[src/rtl/kpg_pkg.sv]
package kpg_pkg;
  typedef enum logic [1:0] {
    ST_IDLE  = 2'd0,
    ST_VAL   = 2'd1,
    ST_INV   = 2'd2,
    ST_AGAIN = 2'd3
  } seq_state_t;
  localparam int unsigned FLAG_SEQ  = 0;
  localparam int unsigned FLAG_VER  = 1;
  localparam int unsigned FLAG_PROT = 2;
  localparam int unsigned NFLAGS    = 3;
endpackage

[src/rtl/kpg_rst_sync.sv]
module kpg_rst_sync #(
  parameter int unsigned STAGES = 2
) (
  input  logic clk,
  input  logic rst_n,
  output logic rst_sync_n
);
  logic [STAGES-1:0] chain_q;
  always_ff @(posedge clk or negedge rst_n) begin
    if (!rst_n) chain_q <= '0;
    else        chain_q <= {chain_q[STAGES-2:0], 1'b1};
  end
  assign rst_sync_n = chain_q[STAGES-1];
endmodule

[src/rtl/kpg_seq_fsm.sv]
module kpg_seq_fsm
  import kpg_pkg::*;
#(
  parameter int unsigned ADDR_W    = 8,
  parameter logic [7:0]  KEY       = 8'hA5,
  parameter logic [ADDR_W-1:0] CMD_ADDR  = 8'hA0,
  parameter logic [ADDR_W-1:0] MODE_ADDR = 8'hA1
) (
  input  logic              clk,
  input  logic              rst_n,
  input  logic              wr_en,
  input  logic [ADDR_W-1:0] wr_addr,
  input  logic [7:0]        wr_data,
  output logic              commit,
  output logic [7:0]        commit_val,
  output logic              abort
);
  seq_state_t state_q, state_d;
  logic [7:0] val_q, val_d;
  logic       val_en;
  logic       to_mode;

  assign to_mode = wr_en && (wr_addr == MODE_ADDR);

  always_comb begin
    state_d = state_q;
    val_d   = wr_data;
    val_en  = 1'b0;
    commit  = 1'b0;
    abort   = 1'b0;
    if (wr_en) begin
      unique case (state_q)
        ST_IDLE: if (wr_addr == CMD_ADDR && wr_data == KEY) state_d = ST_VAL;
        ST_VAL: begin
          if (to_mode) begin
            val_en  = 1'b1;
            state_d = ST_INV;
          end else begin
            abort   = 1'b1;
            state_d = ST_IDLE;
          end
        end
        ST_INV: begin
          if (to_mode && wr_data == ~val_q) state_d = ST_AGAIN;
          else begin
            abort   = 1'b1;
            state_d = ST_IDLE;
          end
        end
        ST_AGAIN: begin
          if (to_mode && wr_data == val_q) commit = 1'b1;
          else abort = 1'b1;
          state_d = ST_IDLE;
        end
        default: state_d = ST_IDLE;
      endcase
    end
  end

  assign commit_val = val_q;

  always_ff @(posedge clk or negedge rst_n) begin
    if (!rst_n) begin
      state_q <= ST_IDLE;
      val_q   <= '0;
    end else begin
      state_q <= state_d;
      if (val_en) val_q <= val_d;
    end
  end

  p_excl_r4: assert property (@(posedge clk) disable iff (!rst_n)
    !(commit && abort));
  p_idle_after_r3: assert property (@(posedge clk) disable iff (!rst_n)
    (abort || commit) |=> (state_q == ST_IDLE));
  p_noabort_idle_r5: assert property (@(posedge clk) disable iff (!rst_n)
    (state_q == ST_IDLE) |-> !abort && !commit);
endmodule

[src/rtl/kpg_status.sv]
module kpg_status
  import kpg_pkg::*;
#(
  parameter bit VERR_ON_PERR = 1'b1
) (
  input  logic              clk,
  input  logic              rst_n,
  input  logic              seq_err,
  input  logic              verify_fail,
  input  logic              prot_viol,
  input  logic              prog_valid,
  input  logic [7:0]        prog_data,
  input  logic [7:0]        cell_data,
  input  logic              clr_en,
  input  logic [NFLAGS-1:0] clr_data,
  output logic [7:0]        status_q
);
  logic [NFLAGS-1:0] flag_q, flag_d, set_v, clr_v;
  logic              overwrite, perr;

  assign overwrite = prog_valid && |(prog_data & ~cell_data);
  assign perr      = prot_viol || overwrite;

  always_comb begin
    set_v            = '0;
    set_v[FLAG_SEQ]  = seq_err;
    set_v[FLAG_PROT] = perr;
    set_v[FLAG_VER]  = verify_fail || (VERR_ON_PERR && perr);
    clr_v            = clr_en ? ~clr_data : '0;
    flag_d           = (flag_q & ~clr_v) | set_v;
  end

  always_ff @(posedge clk or negedge rst_n) begin
    if (!rst_n) flag_q <= '0;
    else        flag_q <= flag_d;
  end

  assign status_q = {{(8-NFLAGS){1'b0}}, flag_q};

  p_hi_zero_r9: assert property (@(posedge clk) disable iff (!rst_n)
    status_q[7:NFLAGS] == '0);
  p_verify_r6: assert property (@(posedge clk) disable iff (!rst_n)
    verify_fail |=> status_q[FLAG_VER]);
  p_prot_r7: assert property (@(posedge clk) disable iff (!rst_n)
    prot_viol |=> status_q[FLAG_PROT]);
  p_setwins_r10: assert property (@(posedge clk) disable iff (!rst_n)
    seq_err |=> status_q[FLAG_SEQ]);
  p_sticky_r9: assert property (@(posedge clk) disable iff (!rst_n)
    (status_q[FLAG_SEQ] && !clr_en) |=> status_q[FLAG_SEQ]);
endmodule

[src/rtl/keyed_prot_guard.sv]
module keyed_prot_guard
  import kpg_pkg::*;
#(
  parameter int unsigned       ADDR_W       = 8,
  parameter logic [7:0]        KEY          = 8'hA5,
  parameter logic [ADDR_W-1:0] CMD_ADDR     = 8'hA0,
  parameter logic [ADDR_W-1:0] MODE_ADDR    = 8'hA1,
  parameter logic [ADDR_W-1:0] STAT_ADDR    = 8'hA2,
  parameter logic [7:0]        MODE_RST     = 8'h00,
  parameter bit                VERR_ON_PERR = 1'b1
) (
  input  logic              clk,
  input  logic              rst_n,
  input  logic              wr_en,
  input  logic [ADDR_W-1:0] wr_addr,
  input  logic [7:0]        wr_data,
  input  logic              verify_fail,
  input  logic              prot_viol,
  input  logic              prog_valid,
  input  logic [7:0]        prog_data,
  input  logic [7:0]        cell_data,
  output logic [7:0]        mode_q,
  output logic [7:0]        status_q
);
  logic       rst_i_n;
  logic       commit, abort;
  logic [7:0] commit_val;
  logic       clr_en;

  kpg_rst_sync #(.STAGES(2)) u_rst (
    .clk(clk), .rst_n(rst_n), .rst_sync_n(rst_i_n)
  );

  kpg_seq_fsm #(
    .ADDR_W(ADDR_W), .KEY(KEY), .CMD_ADDR(CMD_ADDR), .MODE_ADDR(MODE_ADDR)
  ) u_fsm (
    .clk(clk), .rst_n(rst_i_n), .wr_en(wr_en), .wr_addr(wr_addr),
    .wr_data(wr_data), .commit(commit), .commit_val(commit_val), .abort(abort)
  );

  assign clr_en = wr_en && (wr_addr == STAT_ADDR);

  kpg_status #(.VERR_ON_PERR(VERR_ON_PERR)) u_stat (
    .clk(clk), .rst_n(rst_i_n), .seq_err(abort),
    .verify_fail(verify_fail), .prot_viol(prot_viol),
    .prog_valid(prog_valid), .prog_data(prog_data), .cell_data(cell_data),
    .clr_en(clr_en), .clr_data(wr_data[NFLAGS-1:0]), .status_q(status_q)
  );

  always_ff @(posedge clk or negedge rst_i_n) begin
    if (!rst_i_n)    mode_q <= MODE_RST;
    else if (commit) mode_q <= commit_val;
  end

  p_abort_keeps_r3: assert property (@(posedge clk) disable iff (!rst_i_n)
    abort |=> $stable(mode_q));
  p_commit_val_r2: assert property (@(posedge clk) disable iff (!rst_i_n)
    (commit && wr_data == commit_val) |=> (mode_q == $past(wr_data)));
  p_nostore_r5: assert property (@(posedge clk) disable iff (!rst_i_n)
    !wr_en |=> $stable(mode_q));
endmodule

[config.mk]
export PLATFORM = sky130hd
export DESIGN_NAME = keyed_prot_guard
export DESIGN_NICKNAME = d
export VERILOG_FILES = /design/src/rtl/kpg_pkg.sv /design/src/rtl/kpg_rst_sync.sv /design/src/rtl/kpg_seq_fsm.sv /design/src/rtl/kpg_status.sv /design/src/rtl/keyed_prot_guard.sv
export SDC_FILE = /design/constraint.sdc
export NUM_CORES = 1
export LEC_CHECK = 0
export ABC_AREA = 1
export BUFFER_PORTS_ARGS = -buffer_cell sky130_fd_sc_hd__buf_4
export CORE_ASPECT_RATIO = 0.9
export CORE_MARGIN = 10
export CORE_UTILIZATION = 40
export CTS_BUF_LIST = sky130_fd_sc_hd__clkbuf_8
export CTS_CLUSTER_DIAMETER = 150
export DETAILED_ROUTE_END_ITERATION = 6
export HOLD_SLACK_MARGIN = 0.15
export PLACE_DENSITY = 0.66
export SYNTH_ARGS = -nofsm -noshare
export SYNTH_HDL_FRONTEND = slang
export SYNTH_HIERARCHICAL = 1
export SYNTH_SLANG_ARGS = --single-unit
export TNS_END_PERCENT = 30
[constraint.sdc]
create_clock -name clk -period 1.1 [get_ports clk]
set_input_delay 0.165 -clock clk [delete_from_list [all_inputs] [get_ports clk]]
set_output_delay 0.165 -clock clk [all_outputs]
set_load 0.01 [all_outputs]
After elaboration in Yosys (flattened, before gate mapping)
Index checks and enable logic that the tools add are counted.
{ "word_totals": {"regBits": 23, "elab_cells": 49} }
{ "classes": {"n_eq_ne": 10, "mux": 16, "bitwise": 7, "n_reduce_logical": 11} }
{ "op_table": {"columns": ["op", "count"], "rows": [
  ["8-bit equality test (second input constant)", 4],
  ["8-bit equality test", 2],
  ["8-bit NOT", 2],
  ["1-bit 2-to-1 mux", 10],
  ["8-bit AND", 1],
  ["2-bit one-hot mux with 4 select lines", 1],
  ["8-bit OR reduction", 1],
  ["1-bit logical AND", 6],
  ["2-bit 2-to-1 mux", 3],
  ["3-bit NOT", 2],
  ["2-bit equality test (second input constant)", 2],
  ["3-bit AND", 1],
  ["3-bit 2-to-1 mux", 1],
  ["3-bit bitwise OR", 1],
  ["1-bit one-hot mux with 3 select lines", 1],
  ["2-bit by 1-bit equality test with 1-bit output (second input constant)", 1],
  ["2-bit logical NOT", 1],
  ["1-bit logical OR", 2],
  ["2-bit by 1-bit inequality test with 1-bit output (second input constant)", 1],
  ["2-bit AND reduction", 1]
]} }

Logic depth before layout (Yosys ltp)
{ "depth": {"depth_word": 7, "depth_mapped": 13, "mapped_depth_nobuf": 13} }

Modules after synthesis
Netlist, hierarchy kept.
{ "by_module_without_submodules": {"columns": ["mod", "n_inst", "cells_per_inst", "area_per_inst_um2", "seq_area_each_um2"], "rows": [
  ["kpg_seq_fsm", 1, 135, 863.3, 250.2],
  ["keyed_prot_guard", 1, 43, 354.1, 200.2],
  ["kpg_status", 1, 43, 252.7, 75.1],
  ["kpg_rst_sync", 1, 3, 53.8, 50.0]
]} }

Worst setup path before layout
OpenSTA, ideal clock, no wires.
{ "synth_timing": {"path_kind": "register to register", "startpoint": "register u_fsm.val_q[2] (netlist: u_fsm/commit_val[2])", "endpoint": "register mode_q[3]", "setup_time_ps": 126, "t_arrival_ps": 1254, "setup_slack_ps": -280, "path_stages_with_launch": 10, "path_buffers": 1, "period_less_slack_ps": 1380, "path_cell_list": "dfrtp_1 > inv_1 > nand2_1 > nand2_1 > nand2_1 > nor2_1 > nand3_1 > nor2_1 > buf_6 > o21ai_0"} }
{ "synth_between": {"elab_chain_cells": 5} }
{ "synth_rtl": {"columns": ["element", "line", "rtl"], "rows": [
  ["start, declared", "kpg_seq_fsm.sv:19", "logic [7:0] val_q, val_d;"],
  ["start signal, assigned", "kpg_seq_fsm.sv:68", "if (val_en) val_q <= val_d;"],
  ["8-bit equality test", "kpg_seq_fsm.sv:51", "if (to_mode && wr_data == val_q) commit = 1'b1;"],
  ["1-bit logical AND", "kpg_seq_fsm.sv:51", null],
  ["1-bit 2-to-1 mux", "kpg_seq_fsm.sv:51", null],
  ["1-bit 2-to-1 mux", "kpg_seq_fsm.sv:32", "unique case (state_q)"],
  ["1-bit 2-to-1 mux", "kpg_seq_fsm.sv:31", "if (wr_en) begin"],
  ["named net commit", "keyed_prot_guard.sv:26", "logic commit, abort;"],
  ["end signal, assigned", "keyed_prot_guard.sv:52", "else if (commit) mode_q <= commit_val;"],
  ["end, declared", "keyed_prot_guard.sv:22", "output logic [7:0] mode_q,"]
]} }
The timed path passes the listed nets, and every way through them passes these cells.
A chain may end at the register's enable or synchronous reset.

Final worst setup path
{ "layout_timing": {"startpoint": "register u_fsm.val_q[7] (netlist: u_fsm/commit_val[7])", "endpoint": "register u_stat.flag_q[0]"} }
{ "layout_between": {"elab_chain_cells": 7, "word_cells_on_any_way": 10} }
{ "layout_rtl": {"columns": ["element", "line", "rtl"], "rows": [
  ["8-bit NOT", "kpg_seq_fsm.sv:44", "if (to_mode && wr_data == ~val_q) state_d = ST_AGAIN;"],
  ["8-bit equality test", "kpg_seq_fsm.sv:44", null],
  ["1-bit logical AND", "kpg_seq_fsm.sv:44", null],
  ["1-bit 2-to-1 mux", "kpg_seq_fsm.sv:44", null],
  ["1-bit one-hot mux with 3 select lines (*)", "kpg_seq_fsm.sv:32", null],
  ["1-bit 2-to-1 mux (*)", "kpg_seq_fsm.sv:31", null],
  ["named net abort", "keyed_prot_guard.sv:26", null],
  ["3-bit bitwise OR (*)", "kpg_status.sv:30", "flag_d = (flag_q & ~clr_v) | set_v;"],
  ["named net u_stat.flag_d[0]", "kpg_status.sv:18", "logic [NFLAGS-1:0] flag_q, flag_d, set_v, clr_v;"],
  ["end signal, assigned", "kpg_status.sv:35", "else flag_q <= flag_d;"],
  ["end, declared", "kpg_status.sv:18", null]
]} }
Mark *: on every way through the listed nets, which the timed path passes. The rest lies on a longest branch.

==> flow_metrics.py <==
metrics = {
    "yosys": {
        "ys_top_cells_by_area": "dfrtp_1 38%, nand2_1 20%, inv_1 11%, o21ai_2 4.6%, nor2_1 4.4%",
        "ys_seq_elements": 23,
        "seq_area_frac_synth": 0.378,
        "avgSynthCellArea_um2": 6.80,
        "synth_top_area_share": 0.378,
        "synthDistinctLibCells": 23,
        "syn_inst": 224,
        "yosysWarnings": 6,
        "synth_top_cell_by_area": "dfrtp_1",
        "synth_area_um2": 1520,
    },
    "clock_tree": {
        "cts_sinks": 23,
        "cts_tree": "built",
        "insertion_delay_ps": 270,
        "h-tree-depth": 1,
        "cts_buffers": 3,
        "clkTransAtPathRegs_ps": 90,
        "root_buffer": "clkbuf_8",
        "cts_buffer_depth": 2,
    },
    "power": {
        "power.leakage_nw": 1.28,
        "power.density_nw_per_um2": 931,
        "ir_drop_uv": 495,
        "power_w": 0.00214,
    },
    "timing": {
        "finalCritPeriodShare": 1.19,
        "slew_viol_final": 0,
        "hold_violations": 0,
        "rsz0062_at_grt": "true",
        "fmax_ghz": 0.764,
        "setup_ws_ps": -209,
        "fin_skew_ps": 4.61,
        "finalSetupTns_ps": -2030,
        "finalCriticalPeriod_ps": 1310,
        "finalSetupViolations": 11,
    },
    "critical_path": {
        "worstPathArrival_ps": 1470,
        "cp-start-kind": "flip-flop",
        "worst-r2r-cell-count": 12,
        "cp_data_required_time_ps": 1260,
        "path_max_fanout": 3,
        "r2r_slack_ps": -210,
        "reg2reg_from": "u_fsm/commit_val[7]",
        "cp-end-kind": "flip-flop",
        "critical_path_class": "flip-flop to flip-flop",
        "reg2reg_to": "u_stat/flag_q[0]",
    },
    "min_path": {
        "min-delay-path-class": "flip-flop to asynchronous set/reset pin",
    },
    "drt": {
        "drt-total-wl_um": 3960,
        "wire_per_inst_um": 11.1,
        "routed_via_density": 4.32,
        "ant_nets": 0,
        "num_vias": 1544,
        "drcViolationCount": 0,
        "initialDrtViolationCount": 36,
        "dr.pass1.iters": 5,
    },
    "global_routing": {
        "grt_use_met3": 0.0485,
        "grt_max_degree": 22,
        "antenna_found_initial": 0,
        "grt_overflow": 0,
        "grt_pass1_wl_um": 6890,
        "first_global_vias": 1632,
        "grt.busiest_layer": "met2",
        "grt.total_usage": 0.120,
        "met2_usage": 0.204,
        "use_met1": 0.137,
    },
    "finish": {
        "drive_above_1_share": 0.376,
        "antenna_cells": 0,
        "layout_commonest_cell": "nand2_1",
        "final_cell_mix": "79 x nand2_1, 77 x buf_4, 40 x inv_1, 22 x dfrtp_1, 14 x nor2_1",
        "area_delta_synth_final_pct": 51.1,
        "finalNetCount": 350,
    },
    "floorplan": {
        "core-area_um2": 3700,
        "ios": 54,
        "chipHeight_um": 78.6,
        "num_rows": 21,
        "start_util": 0.411,
        "die_w_um": 85.1,
        "dieArea_um2": 6680,
    },
    "run_status": {
        "outcome": "complete, but fails checks",
        "violations": "negative setup slack",
    },
    "placed_design": {
        "dp_slack_ps": -267,
        "hpwlAfterDp_um": 3170,
        "routabilityCongestion": 0.788,
        "port_buffers": 48,
    },
    "job": {
        "cap_violations": 0,
    },
}
kinds of logic (layout without fill, tap and decap cells):
family                 count (synthesis)  in the layout  share of synthesized area
buffers and inverters                 55            138                      0.158
AO/OA/AOI/OAI                         24             24                      0.102
AND/OR/NAND/NOR                      120            120                      0.358
flip-flops                            23             23                      0.378
other                                  2              6                    0.00493
worst max-delay path by stage:
stage / startpoint / endpoint / slack (ps) / depth (start not counted)
2_1_floorplan: u_fsm/commit_val[2] / mode_q[3] / -190 / 9
3_3_place_gp: u_fsm/commit_val[2] / u_stat/flag_q[0] / -210 / 12
3_5_place_dp: u_fsm/commit_val[3] / mode_q[6] / -270 / 9
4_1_cts: u_fsm/commit_val[5] / mode_q[0] / -240 / 10
5_1_grt: u_fsm/commit_val[0] / u_stat/flag_q[0] / -390 / 12
6_report: u_fsm/commit_val[7] / u_stat/flag_q[0] / -210 / 12
power breakdown:
group	total, W	internal (W)	switching [W]
combinational	0.000647	0.000308	0.000339
sequential	0.000956	0.000899	0.0000568
clock	0.000541	0.000250	0.000292
per-layer routing:
| metal | part of all wire | wire length [µm] |
|---|---|---|
| met5 | 0 | 0 |
| met4 | 0.0045 | 18 |
| met3 | 0.084 | 332 |
| met2 | 0.46 | 1840 |
| met1 | 0.45 | 1770 |
synthesized netlist by cell type:
cell type and instances:
nor2_8 1, o21ai_2 8, nand2_1 81, clkinv_1 1, inv_2 4, buf_4 5
nor2_1 18, buf_6 2, inv_1 43, conb_1 2, nand2_4 2, nand3b_1 2
nand4_4 1, nand2_2 2, a21oi_1 3, nor2_2 1, nand4_1 3, o21a_1 1
dfrtp_1 23, nor2_4 2, nand3_1 7, o21ai_0 11, a21boi_1 1
state kept, by name (all words and copies together) (netlist names):
register	flops
u_fsm/state_q	2
u_stat/flag_q	3
mode_q	8
u_fsm/commit_val	8
u_rst/chain_q	2
area by class of cell:
class | instances | area, µm²
fillers | 337 | 1400
multi-input cells | 150 | 762
repair buffers | 86 | 682
flip-flops and latches | 23 | 577
inverters | 48 | 180
well taps | 46 | 57.6
clock buffers | 3 | 41.3
clock inverters | 1 | 3.75
per-stage QoR:
step           utilization  area, µm²  std cells  hold slack, ps
6_report             0.622       2300        357             212
5_1_grt              0.622       2300        357             237
4_1_cts              0.612       2270        356             197
3_5_place_dp         0.580       2150        346           -51.2
3_3_place_gp         0.580       2150        346           -51.7
2_1_floorplan            -       1550        228            -131
timing repair:
action	in CTS	in global routing
setup buffers	1	1
setup endpoints to repair	17	19
cloned	0	0
hold buffers	5	0
gates resized for setup	9	12
pin swaps	3	5
endpoints found under the hold margin	5	0
worst max-delay path: stages, from the launching register on:
cell,delay (ps)
dfrtp_1,390
buf_4,130
nand2_1,40
nand2_1,50
nand2_1,60
nor2_2,140
nand3_1,90
nand2_1,60
nand3_1,60
nand2_1,60
inv_1,30
inv_1,40
nand2_1,40
(Power assumes the default switching activity.)
